===== config.mk =====
export PLATFORM = sky130hd
export DESIGN_NAME = ctrl_reg_bank
export DESIGN_NICKNAME = d
export VERILOG_FILES = /design/src/rtl/ctrl_reg_pkg.sv /design/src/rtl/ctrl_run_ctrl.sv /design/src/rtl/ctrl_addr_reg.sv /design/src/rtl/ctrl_loop_decode.sv /design/src/rtl/ctrl_reg_bank.sv
export SDC_FILE = /design/constraint.sdc
export NUM_CORES = 1
export LEC_CHECK = 0
export BUFFER_PORTS_ARGS = -buffer_cell sky130_fd_sc_hd__buf_4
export CAP_MARGIN = 0
export CORE_MARGIN = 2
export CORE_UTILIZATION = 40
export DETAILED_ROUTE_END_ITERATION = 10
export GPL_ROUTABILITY_DRIVEN = 0
export GPL_TIMING_DRIVEN = 0
export MAX_ROUTING_LAYER = met4
export SYNTH_ARGS = -nofsm -noshare
export SYNTH_HDL_FRONTEND = slang
export SYNTH_HIERARCHICAL = 1
export SYNTH_SLANG_ARGS = --single-unit

===== constraint.sdc =====
create_clock -name clk_i -period 2.4 [get_ports clk_i]
set_input_delay 0.48 -clock clk_i [delete_from_list [all_inputs] [get_ports clk_i]]
set_output_delay 0.48 -clock clk_i [all_outputs]
set_load 0.02 [all_outputs]

===== src/rtl/ctrl_reg_pkg.sv =====
package ctrl_reg_pkg;
  localparam int unsigned IDX_CMD         = 0;
  localparam int unsigned IDX_MODE        = 1;
  localparam int unsigned IDX_IADR_LO     = 2;
  localparam int unsigned IDX_IADR_HI     = 3;
  localparam int unsigned IDX_IADR_LO_ALT = 4;
  localparam int unsigned IDX_IADR_HI_ALT = 5;
  localparam int unsigned NUM_ADDR        = 3;  // init, rx buffer, tx buffer
  localparam int unsigned NUM_IDX_USED    = 10;

  // command write bits
  localparam int unsigned CMD_STOP    = 0;
  localparam int unsigned CMD_START   = 1;
  localparam int unsigned CMD_RELEASE = 2;
  localparam int unsigned CMD_SPND    = 3;
  localparam int unsigned CMD_RESUME  = 4;
  localparam int unsigned CMD_W       = 5;

  typedef enum logic [1:0] {
    LB_NONE      = 2'd0,
    LB_EXTERNAL  = 2'd1,
    LB_INT_CODEC = 2'd2,
    LB_INT_RAW   = 2'd3
  } loop_mode_e;

  typedef struct packed {
    logic codec_bypass;  // bit 4
    logic lb_internal;   // bit 3
    logic lb_en;         // bit 2
    logic tx_dis;        // bit 1
    logic rx_dis;        // bit 0
  } mode_t;

  function automatic int unsigned addr_lo_idx(int unsigned k);
    return (k == 0) ? IDX_IADR_LO : 4 + 2 * k;
  endfunction

  function automatic int unsigned addr_lo_alt_idx(int unsigned k);
    return (k == 0) ? IDX_IADR_LO_ALT : addr_lo_idx(k);
  endfunction

  function automatic int unsigned addr_hi_alt_idx(int unsigned k);
    return (k == 0) ? IDX_IADR_HI_ALT : addr_lo_idx(k) + 1;
  endfunction
endpackage


===== src/rtl/ctrl_run_ctrl.sv =====
module ctrl_run_ctrl
  import ctrl_reg_pkg::*;
(
  input  logic              clk_i,
  input  logic              rst_ni,
  input  logic              cmd_wr_i,
  input  logic [CMD_W-1:0]  cmd_i,
  input  logic              tx_dis_i,
  input  logic              rx_dis_i,
  output logic              stop_o,
  output logic              strt_o,
  output logic              spnd_o,
  output logic              txon_o,
  output logic              rxon_o
);
  logic stop_q, strt_q, spnd_q, txon_q, rxon_q;
  logic do_stop, do_start, do_release;

  assign do_stop    = cmd_wr_i & cmd_i[CMD_STOP];
  // start only from a running (unstopped) state, sampled before this write
  assign do_start   = cmd_wr_i & cmd_i[CMD_START] & ~cmd_i[CMD_STOP] & ~stop_q;
  assign do_release = cmd_wr_i & cmd_i[CMD_RELEASE] & ~cmd_i[CMD_STOP];

  always_ff @(posedge clk_i or negedge rst_ni) begin
    if (!rst_ni) begin
      stop_q <= 1'b1;
      strt_q <= 1'b0;
      txon_q <= 1'b0;
      rxon_q <= 1'b0;
    end else if (do_stop) begin
      stop_q <= 1'b1;
      strt_q <= 1'b0;
      txon_q <= 1'b0;
      rxon_q <= 1'b0;
    end else begin
      if (do_release) stop_q <= 1'b0;
      if (do_start) begin
        strt_q <= 1'b1;
        txon_q <= ~tx_dis_i;
        rxon_q <= ~rx_dis_i;
      end
    end
  end

  always_ff @(posedge clk_i or negedge rst_ni) begin
    if (!rst_ni)                             spnd_q <= 1'b0;
    else if (cmd_wr_i && cmd_i[CMD_SPND])    spnd_q <= 1'b1;
    else if (cmd_wr_i && cmd_i[CMD_RESUME])  spnd_q <= 1'b0;
  end

  assign stop_o = stop_q;
  assign strt_o = strt_q;
  assign spnd_o = spnd_q;
  assign txon_o = txon_q;
  assign rxon_o = rxon_q;


  a_r5_stop_clears: assert property (@(posedge clk_i) disable iff (!rst_ni)
    (cmd_wr_i && cmd_i[CMD_STOP]) |=> (stop_o && !strt_o && !txon_o && !rxon_o));
  a_r5_no_start_stopped: assert property (@(posedge clk_i) disable iff (!rst_ni)
    stop_o |=> !$rose(strt_o));

  a_r4_start_flags: assert property (@(posedge clk_i) disable iff (!rst_ni)
    (cmd_wr_i && cmd_i[CMD_START] && !cmd_i[CMD_STOP] && !stop_o)
      |=> (strt_o && txon_o == !$past(tx_dis_i) && rxon_o == !$past(rx_dis_i)));

  a_r6_spnd_set: assert property (@(posedge clk_i) disable iff (!rst_ni)
    (cmd_wr_i && cmd_i[CMD_SPND]) |=> spnd_o);
endmodule


===== src/rtl/ctrl_addr_reg.sv =====
module ctrl_addr_reg #(
  parameter int unsigned DATA_W     = 16,
  parameter int unsigned ADDR_W     = 24,
  parameter bit          HAS_RESET  = 1'b1,
  parameter bit          FORCE_LSB0 = 1'b0
) (
  input  logic              clk_i,
  input  logic              rst_ni,
  input  logic              wr_lo_i,
  input  logic              wr_hi_i,
  input  logic [DATA_W-1:0] wdata_i,
  output logic [ADDR_W-1:0] addr_o,
  output logic [DATA_W-1:0] rd_lo_o,
  output logic [DATA_W-1:0] rd_hi_o
);
  localparam int unsigned HI_W = ADDR_W - DATA_W;

  logic [DATA_W-1:0] lo_q;
  logic [HI_W-1:0]   hi_q;
  logic [DATA_W-1:0] lo_eff;

  if (HAS_RESET) begin : g_rst
    always_ff @(posedge clk_i or negedge rst_ni) begin
      if (!rst_ni) begin
        lo_q <= '0;
        hi_q <= '0;
      end else begin
        if (wr_lo_i) lo_q <= wdata_i;
        if (wr_hi_i) hi_q <= wdata_i[HI_W-1:0];
      end
    end
  end else begin : g_norst
    logic unused_rst;
    assign unused_rst = rst_ni;
    always_ff @(posedge clk_i) begin
      if (wr_lo_i) lo_q <= wdata_i;
      if (wr_hi_i) hi_q <= wdata_i[HI_W-1:0];
    end
  end

  assign lo_eff  = {lo_q[DATA_W-1:1], (FORCE_LSB0 ? 1'b0 : lo_q[0])};
  assign addr_o  = {hi_q, lo_eff};
  assign rd_lo_o = lo_eff;
  assign rd_hi_o = DATA_W'(hi_q);


  a_r9_lo_written: assert property (@(posedge clk_i) disable iff (!rst_ni)
    wr_lo_i |=> (addr_o[DATA_W-1:1] == $past(wdata_i[DATA_W-1:1])));
  a_r9_hi_written: assert property (@(posedge clk_i) disable iff (!rst_ni)
    wr_hi_i |=> (addr_o[ADDR_W-1:DATA_W] == $past(wdata_i[HI_W-1:0])));
endmodule


===== src/rtl/ctrl_loop_decode.sv =====
module ctrl_loop_decode
  import ctrl_reg_pkg::*;
(
  input  mode_t      mode_i,
  output loop_mode_e loop_mode_o
);
  always_comb begin
    if (!mode_i.lb_en)            loop_mode_o = LB_NONE;
    else if (!mode_i.lb_internal) loop_mode_o = LB_EXTERNAL;
    else if (!mode_i.codec_bypass) loop_mode_o = LB_INT_CODEC;
    else                          loop_mode_o = LB_INT_RAW;
  end
endmodule


===== src/rtl/ctrl_reg_bank.sv =====
module ctrl_reg_bank
  import ctrl_reg_pkg::*;
#(
  parameter int unsigned IDX_W  = 4,
  parameter int unsigned DATA_W = 16,
  parameter int unsigned ADDR_W = 24
) (
  input  logic              clk_i,
  input  logic              rst_ni,
  input  logic [IDX_W-1:0]  idx_i,
  input  logic              wr_i,
  input  logic [DATA_W-1:0] wdata_i,
  input  logic              rd_i,
  output logic [DATA_W-1:0] rdata_o,
  output logic              stop_o,
  output logic              txon_o,
  output logic              rxon_o,
  output logic [1:0]        loop_mode_o,
  output logic [ADDR_W-1:0] init_addr_o,
  output logic [ADDR_W-1:0] rx_buf_addr_o,
  output logic [ADDR_W-1:0] tx_buf_addr_o
);
  localparam int unsigned MODE_W = $bits(mode_t);

  logic [31:0] idx_w;
  logic        cfg_open, cmd_wr, mode_wr;
  logic        stop, strt, spnd, txon, rxon;
  mode_t       mode_q;
  loop_mode_e  loop_mode;
  logic [DATA_W-1:0] rd_mux, rdata_q;

  logic [NUM_ADDR-1:0]             wr_lo, wr_hi;
  logic [NUM_ADDR-1:0][ADDR_W-1:0] addr;
  logic [NUM_ADDR-1:0][DATA_W-1:0] rd_lo, rd_hi;

  assign idx_w    = 32'(idx_i);
  assign cfg_open = stop | spnd;
  assign cmd_wr   = wr_i && idx_w == IDX_CMD;
  assign mode_wr  = wr_i && cfg_open && idx_w == IDX_MODE;

  ctrl_run_ctrl u_run (
    .clk_i    (clk_i),
    .rst_ni   (rst_ni),
    .cmd_wr_i (cmd_wr),
    .cmd_i    (wdata_i[CMD_W-1:0]),
    .tx_dis_i (mode_q.tx_dis),
    .rx_dis_i (mode_q.rx_dis),
    .stop_o   (stop),
    .strt_o   (strt),
    .spnd_o   (spnd),
    .txon_o   (txon),
    .rxon_o   (rxon)
  );

  always_ff @(posedge clk_i or negedge rst_ni) begin
    if (!rst_ni)      mode_q <= '0;
    else if (mode_wr) mode_q <= mode_t'(wdata_i[MODE_W-1:0]);
  end

  ctrl_loop_decode u_loop (
    .mode_i      (mode_q),
    .loop_mode_o (loop_mode)
  );

  for (genvar k = 0; k < NUM_ADDR; k++) begin : g_addr
    localparam int unsigned LO    = addr_lo_idx(k);
    localparam int unsigned LO_AL = addr_lo_alt_idx(k);
    localparam int unsigned HI_AL = addr_hi_alt_idx(k);
    assign wr_lo[k] = wr_i && cfg_open && (idx_w == LO || idx_w == LO_AL);
    assign wr_hi[k] = wr_i && cfg_open && (idx_w == LO + 1 || idx_w == HI_AL);
    // the init address survives reset and must stay word aligned
    ctrl_addr_reg #(
      .DATA_W     (DATA_W),
      .ADDR_W     (ADDR_W),
      .HAS_RESET  (k != 0),
      .FORCE_LSB0 (k == 0)
    ) u_addr (
      .clk_i   (clk_i),
      .rst_ni  (rst_ni),
      .wr_lo_i (wr_lo[k]),
      .wr_hi_i (wr_hi[k]),
      .wdata_i (wdata_i),
      .addr_o  (addr[k]),
      .rd_lo_o (rd_lo[k]),
      .rd_hi_o (rd_hi[k])
    );
  end

  always_comb begin
    rd_mux = '0;
    if (idx_w == IDX_CMD)  rd_mux = DATA_W'({rxon, txon, spnd, strt, stop});
    if (idx_w == IDX_MODE) rd_mux = DATA_W'(mode_q);
    for (int unsigned k = 0; k < NUM_ADDR; k++) begin
      if (idx_w == addr_lo_idx(k) || idx_w == addr_lo_alt_idx(k)) rd_mux = rd_lo[k];
      if (idx_w == addr_lo_idx(k) + 1 || idx_w == addr_hi_alt_idx(k)) rd_mux = rd_hi[k];
    end
  end

  always_ff @(posedge clk_i or negedge rst_ni) begin
    if (!rst_ni)   rdata_q <= '0;
    else if (rd_i) rdata_q <= rd_mux;
  end

  assign rdata_o       = rdata_q;
  assign stop_o        = stop;
  assign txon_o        = txon;
  assign rxon_o        = rxon;
  assign loop_mode_o   = loop_mode;
  assign init_addr_o   = addr[0];
  assign rx_buf_addr_o = addr[1];
  assign tx_buf_addr_o = addr[2];


  a_r3_mode_gated: assert property (@(posedge clk_i) disable iff (!rst_ni)
    (wr_i && !stop && !spnd) |=> $stable(mode_q));
  a_r3_rxaddr_gated: assert property (@(posedge clk_i) disable iff (!rst_ni)
    (!stop && !spnd) |=> $stable(rx_buf_addr_o));

  a_r2_rdata_hold: assert property (@(posedge clk_i) disable iff (!rst_ni)
    !rd_i |=> $stable(rdata_o));

  a_r11_unused_zero: assert property (@(posedge clk_i) disable iff (!rst_ni)
    (rd_i && idx_w >= NUM_IDX_USED) |=> rdata_o == '0);

  a_r10_no_loop: assert property (@(posedge clk_i) disable iff (!rst_ni)
    !mode_q.lb_en |-> loop_mode_o == 2'd0);
endmodule


* Word-level counts from Yosys, hierarchy flattened *
Index checks and enable logic that the tools add are counted.

operators by class
  bitwise operators = 11
  eq/ne operators = 9
  reductions and logical operators = 17
  mux-type cells = 21

operator list
  kind                                                              number
  16-bit two-way mux                                                6
  32-bit logical NOT                                                1
  4-bit by 3-bit == test with 1-bit output (second input constant)  4
  1-bit logical AND                                                 11
  1-bit two-way mux                                                 11
  5-bit two-way mux                                                 2
  4-bit by 2-bit == test with 1-bit output (second input constant)  2
  4-bit == test (second input constant)                             2
  1-bit bitwise AND                                                 6
  2-bit nonzero test                                                3
  4-bit by 1-bit == test with 1-bit output (second input constant)  1
  2-bit two-way mux                                                 2
  1-bit NOT                                                         4
  1-bit logical OR                                                  2
  1-bit bitwise OR                                                  1

storage, ports and cells
  bits in registers = 98
  output and inout bits = 93
  logic and storage cells = 75
  input bits = 24

* Longest topological paths before layout *
  depth after elaboration = 9
  gate-level depth with buffers = 8
  mapped depth without buffers = 5

* Modules after synthesis *
The synthesis kept the hierarchy.

by module, submodules not included
  module                                 cells each  area each (µm²)  times used
  ctrl_addr_reg at g_addr[1].u_addr ...  84          1188.6           2
  ctrl_reg_bank                          265         2172.1           1
  ctrl_addr_reg at g_addr[0].u_addr      57          942.2            1
  ctrl_run_ctrl                          20          237.7            1
  ctrl_loop_decode                       3           17.5             1

* Least setup slack after synthesis *
OpenSTA, ideal clock, no wires.

  kind = input to register
  start point = input port idx_i[0]
  end point = register g_addr[0].u_addr.lo_q[10] (enable)
  stages = 3
  arrival time = 1932 ps
  library setup time = 406 ps
  required time = 1994 ps
  path slack = 62 ps
  cells stage by stage = buf_2 -> clkbuf_1 -> nor3_1

on the way
  longest elaborated chain between the ends = 3
  elaborated cells on any way between the ends = 4
  those cells by class = eq/ne: 2; reduce/logical: 2

RTL lines
  element                                                                                               RTL line             text
  start: declaration                                                                                    ctrl_reg_bank.sv:10  input logic [IDX_W-1:0] idx_i,
  4-bit by 2-bit == test with 1-bit output or 4-bit by 3-bit == test with 1-bit output (tied branches)  ctrl_reg_bank.sv:69  assign wr_lo[k] = wr_i && cfg_open && (idx_w == LO || idx_w == LO_AL);
  1-bit logical OR (*)                                                                                  ctrl_reg_bank.sv:69
  1-bit logical AND (*)                                                                                 ctrl_reg_bank.sv:69
  named net wr_lo[0]                                                                                    ctrl_reg_bank.sv:32  logic [NUM_ADDR-1:0] wr_lo, wr_hi;
  end signal: assignment                                                                                ctrl_addr_reg.sv:36  if (wr_lo_i) lo_q <= wdata_i;
  end: declaration                                                                                      ctrl_addr_reg.sv:18  logic [DATA_W-1:0] lo_q;

Mark *: on every way through the listed nets, which the timed path passes. The rest lies on a longest branch.
A chain may end at the register's enable or synchronous reset.

* Worst setup path after layout *
  start point = input port idx_i[1]
  end point = register g_addr[2].u_addr.lo_q[7]

on the way
  longest elaborated chain between the ends = 2

RTL lines
  element                 RTL line             text
  4-bit == test           ctrl_reg_bank.sv:69
  1-bit logical AND       ctrl_reg_bank.sv:69
  named net wr_lo[2]      ctrl_reg_bank.sv:32
  end signal: assignment  ctrl_addr_reg.sv:28  if (wr_lo_i) lo_q <= wdata_i;
  end: declaration        ctrl_addr_reg.sv:18

The timed path passes the listed nets, and every way through them passes these cells.

==> metrics.yaml <==
run_status:
  status: "finished, final reports clean"
cells_and_area:
  layout.cells.non_filler: 849
  regArea_um2: 2540
  diodes: 0
  layout_commonest_cell: "buf_4"
  layout-drive-gt1-share_pct: 49.9
  fillers: 1251
  multiInputGateArea_um2: 2300
  fin_area_um2: 7300
  syn_to_final_growth_pct: 27.1
  finalNetCount: 688
  mostFrequentLayoutCells: "buf_4 (219), dfrtp_1 (73), mux2_2 (33), nor2_1 (32), conb_1 (26)"
  post-route-util_pct: 52.4
setup_path:
  cpPeakStageDelay_ns: 0.42
  path_cells: "buf_4, buf_4, or2_1, buf_2, or3_1, nor2_1, buf_6, buf_12, mux2_4"
  crit_type: "in2reg"
  crit_arrival_ns: 2.40
  crit_family: "buffers and inverters"
  rr_worst_depth: 2
  cp_max_fo: 10
  slowest_stage: "or3_1"
  critPathCaptureType: "flip-flop"
  critical_path.most_common_cell: "buf_4"
  cp.buffers_inverters: 5
  reg2reg_slack_ns: 0.43
  required_ns: 2.64
  r2r-end: "g_addr[0].u_addr/hi_q[6]"
  r2r-start: "u_run/stop_o"
  cp-start-kind: "primary input"
timing:
  final-setup-viol-count: 0
  worst_clock_skew_ns: 0.00770
  finalCriticalPeriod_ns: 2.16
  fmax_mhz: 462
  worstMarginPinSlew_ns: 1.01
  whs_ns: 0.259
  hold_viol_final: 0
  fin_tns_setup_ns: 0
  slew_headroom_pct: 32.6
  fin_crit_sh_pct: 90.1
  layout_setup_ws_ns: 0.238
  rsz0062_at_grt: "false"
  maxSlewViolCount: 0
global_routing:
  grt_pass1_wl_um: 24600
  grt_overflow: 0
  grtUsageTotal_pct: 22.7
  grt_max_degree: 75
  antenna_found_initial: 0
  grt_pass1_vias: 4319
place:
  place_ws_ns: -0.148
  portBuffers: 115
  dp_cells: 833
  hpwlAfterDp_um: 11700
  postPlaceCellArea_um2: 6950
power:
  power.total_mw: 5.79
  leakage_nw: 3.43
  max-vdd-ir-drop_mv: 0.404
  power.density_nw_per_um2: 793
drt:
  drc: 0
  vias: 4303
  antenna_left: 0
  dr.first_iter.drc_count: 311
  avgViaCountPerCell: 5.07
  post_drt_wl_per_cell_um: 19.2
  routed_wl_um: 16300
  drtPass1Iterations: 4
floorplanning:
  die_h_um: 124
  rows: 43
  die_area_um2: 15300
  io_pins: 117
  core-area_um2: 13900
  initial_core_util_pct: 41.2
  die_w_um: 124
logic_synthesis:
  synth_cells: 513
  async_reset_ff_share_pct: 76.3
  syn-cell-area_um2: 5750
  yosysWarningCount: 6
  syn_area_per_cell_um2: 11.2
  synth_ff_type: "dfrtp_1"
  synth_edf_count: 23
  seq_area_frac_synth_pct: 44.3
  netlist-cell-type-count: 58
  ys_ff_latch: 97
clock_network:
  holdBufCountCts: 0
  root_buffer: "clkbuf_16"
  htreeDepth: 3
  worst_skew_pair.late_latency_ns: 0.35
  clkSinkCount: 97
  cts_buffers: 9
  cts_tree: "yes"
  cts.clk_slew.worst_paths_ns: 0.07
  post-cts-setup-buffer-count: 0
  cts_resized: 0
  clock_path_buffers: 2
worst_hold_path:
  hp-class: "in2async"
job:
  max_cap_viol_count: 0
==> registers in the layout, indices dropped and copies added (netlist names), 5 cells and up <==
name	count
mode_q	5
g_addr.u_addr/lo_q	15
rdata_o	16
g_addr.u_addr/hi_q	24
g_addr.u_addr/rd_lo_o	32
==> cells by family (layout without fill, tap and decap cells) <==
| kind of cell | after synthesis | in the layout | synth area share, % |
|---|---|---|---|
| AOI/OAI and AO/OA | 116 | 116 | 15.3 |
| muxes | 53 | 53 | 11.7 |
| buffers and inverters | 140 | 273 | 17.4 |
| xor gates and xnor gates | 2 | 2 | 0.436 |
| DFF | 97 | 97 | 44.3 |
| and+or+nand+nor | 102 | 102 | 10.8 |
| other | 3 | 26 | 0.196 |
==> synth_stat cells (4+ instances only) <==
cell / number / area share [%]
dfrtp_1: 73 / 32
o211ai_2: 5 / 1.1
nor3b_1: 6 / 0.78
a21oi_1: 16 / 1.4
buf_6: 4 / 0.78
o2111a_1: 5 / 0.98
o21ai_0: 17 / 1.5
o311ai_1: 5 / 0.76
inv_1: 7 / 0.46
and4b_1: 6 / 1.0
buf_4: 104 / 14
nor2_1: 32 / 2.1
clkbuf_1: 4 / 0.26
mux2_4: 20 / 5.2
a221oi_2: 5 / 1.3
a41oi_1: 8 / 1.2
a211oi_1: 8 / 1.0
nand2b_1: 14 / 1.5
nand4bb_1: 5 / 0.98
buf_2: 16 / 1.4
a31oi_1: 5 / 0.54
edfxtp_1: 23 / 12
o22ai_1: 13 / 1.4
mux2_2: 33 / 6.5
and3_1: 8 / 0.87
nand2_1: 17 / 1.1
o21ai_1: 9 / 0.78
==> area by class of cell <==
cell class	instances	share of cell area [%]
sequential	97	34.8
multi-input combinational	299	31.4
buffer	132	13.3
timing repair buffer	117	12.1
clock buffer	11	3.46
tap	180	3.08
clock inverter	5	1.39
inverter	8	0.411
==> worst max-delay path by stage <==
stage | end | cells past startpoint | start
2_1_floorplan | g_addr[0].u_addr/lo_q[10] | 3 | idx_i[0]
6_report | g_addr[2].u_addr/rd_lo_o[7] | 9 | idx_i[1]
5_1_grt | g_addr[0].u_addr/hi_q[7] | 5 | idx_i[0]
3_5_place_dp | g_addr[1].u_addr/hi_q[0] | 7 | idx_i[0]
3_3_place_gp | g_addr[0].u_addr/lo_q[8] | 4 | idx_i[0]
4_1_cts | g_addr[1].u_addr/hi_q[0] | 7 | idx_i[0]
==> where the power goes <==
group	switching [mW]	internal, mW	total, mW
Clock	0.628	1.07	1.70
Combinational	0.838	1.00	1.84
Sequential	0.268	1.99	2.25
==> per-layer routing <==
layer	global-route usage [%]	vias to the layer above	wire, µm
met1	30.7	2114	7500
met2	34.9	125	7700
li1	-	2045	-
met5	-	-	0
met3	4.12	19	807
met4	6.61	0	260
Power figures use the tool's default switching activity.
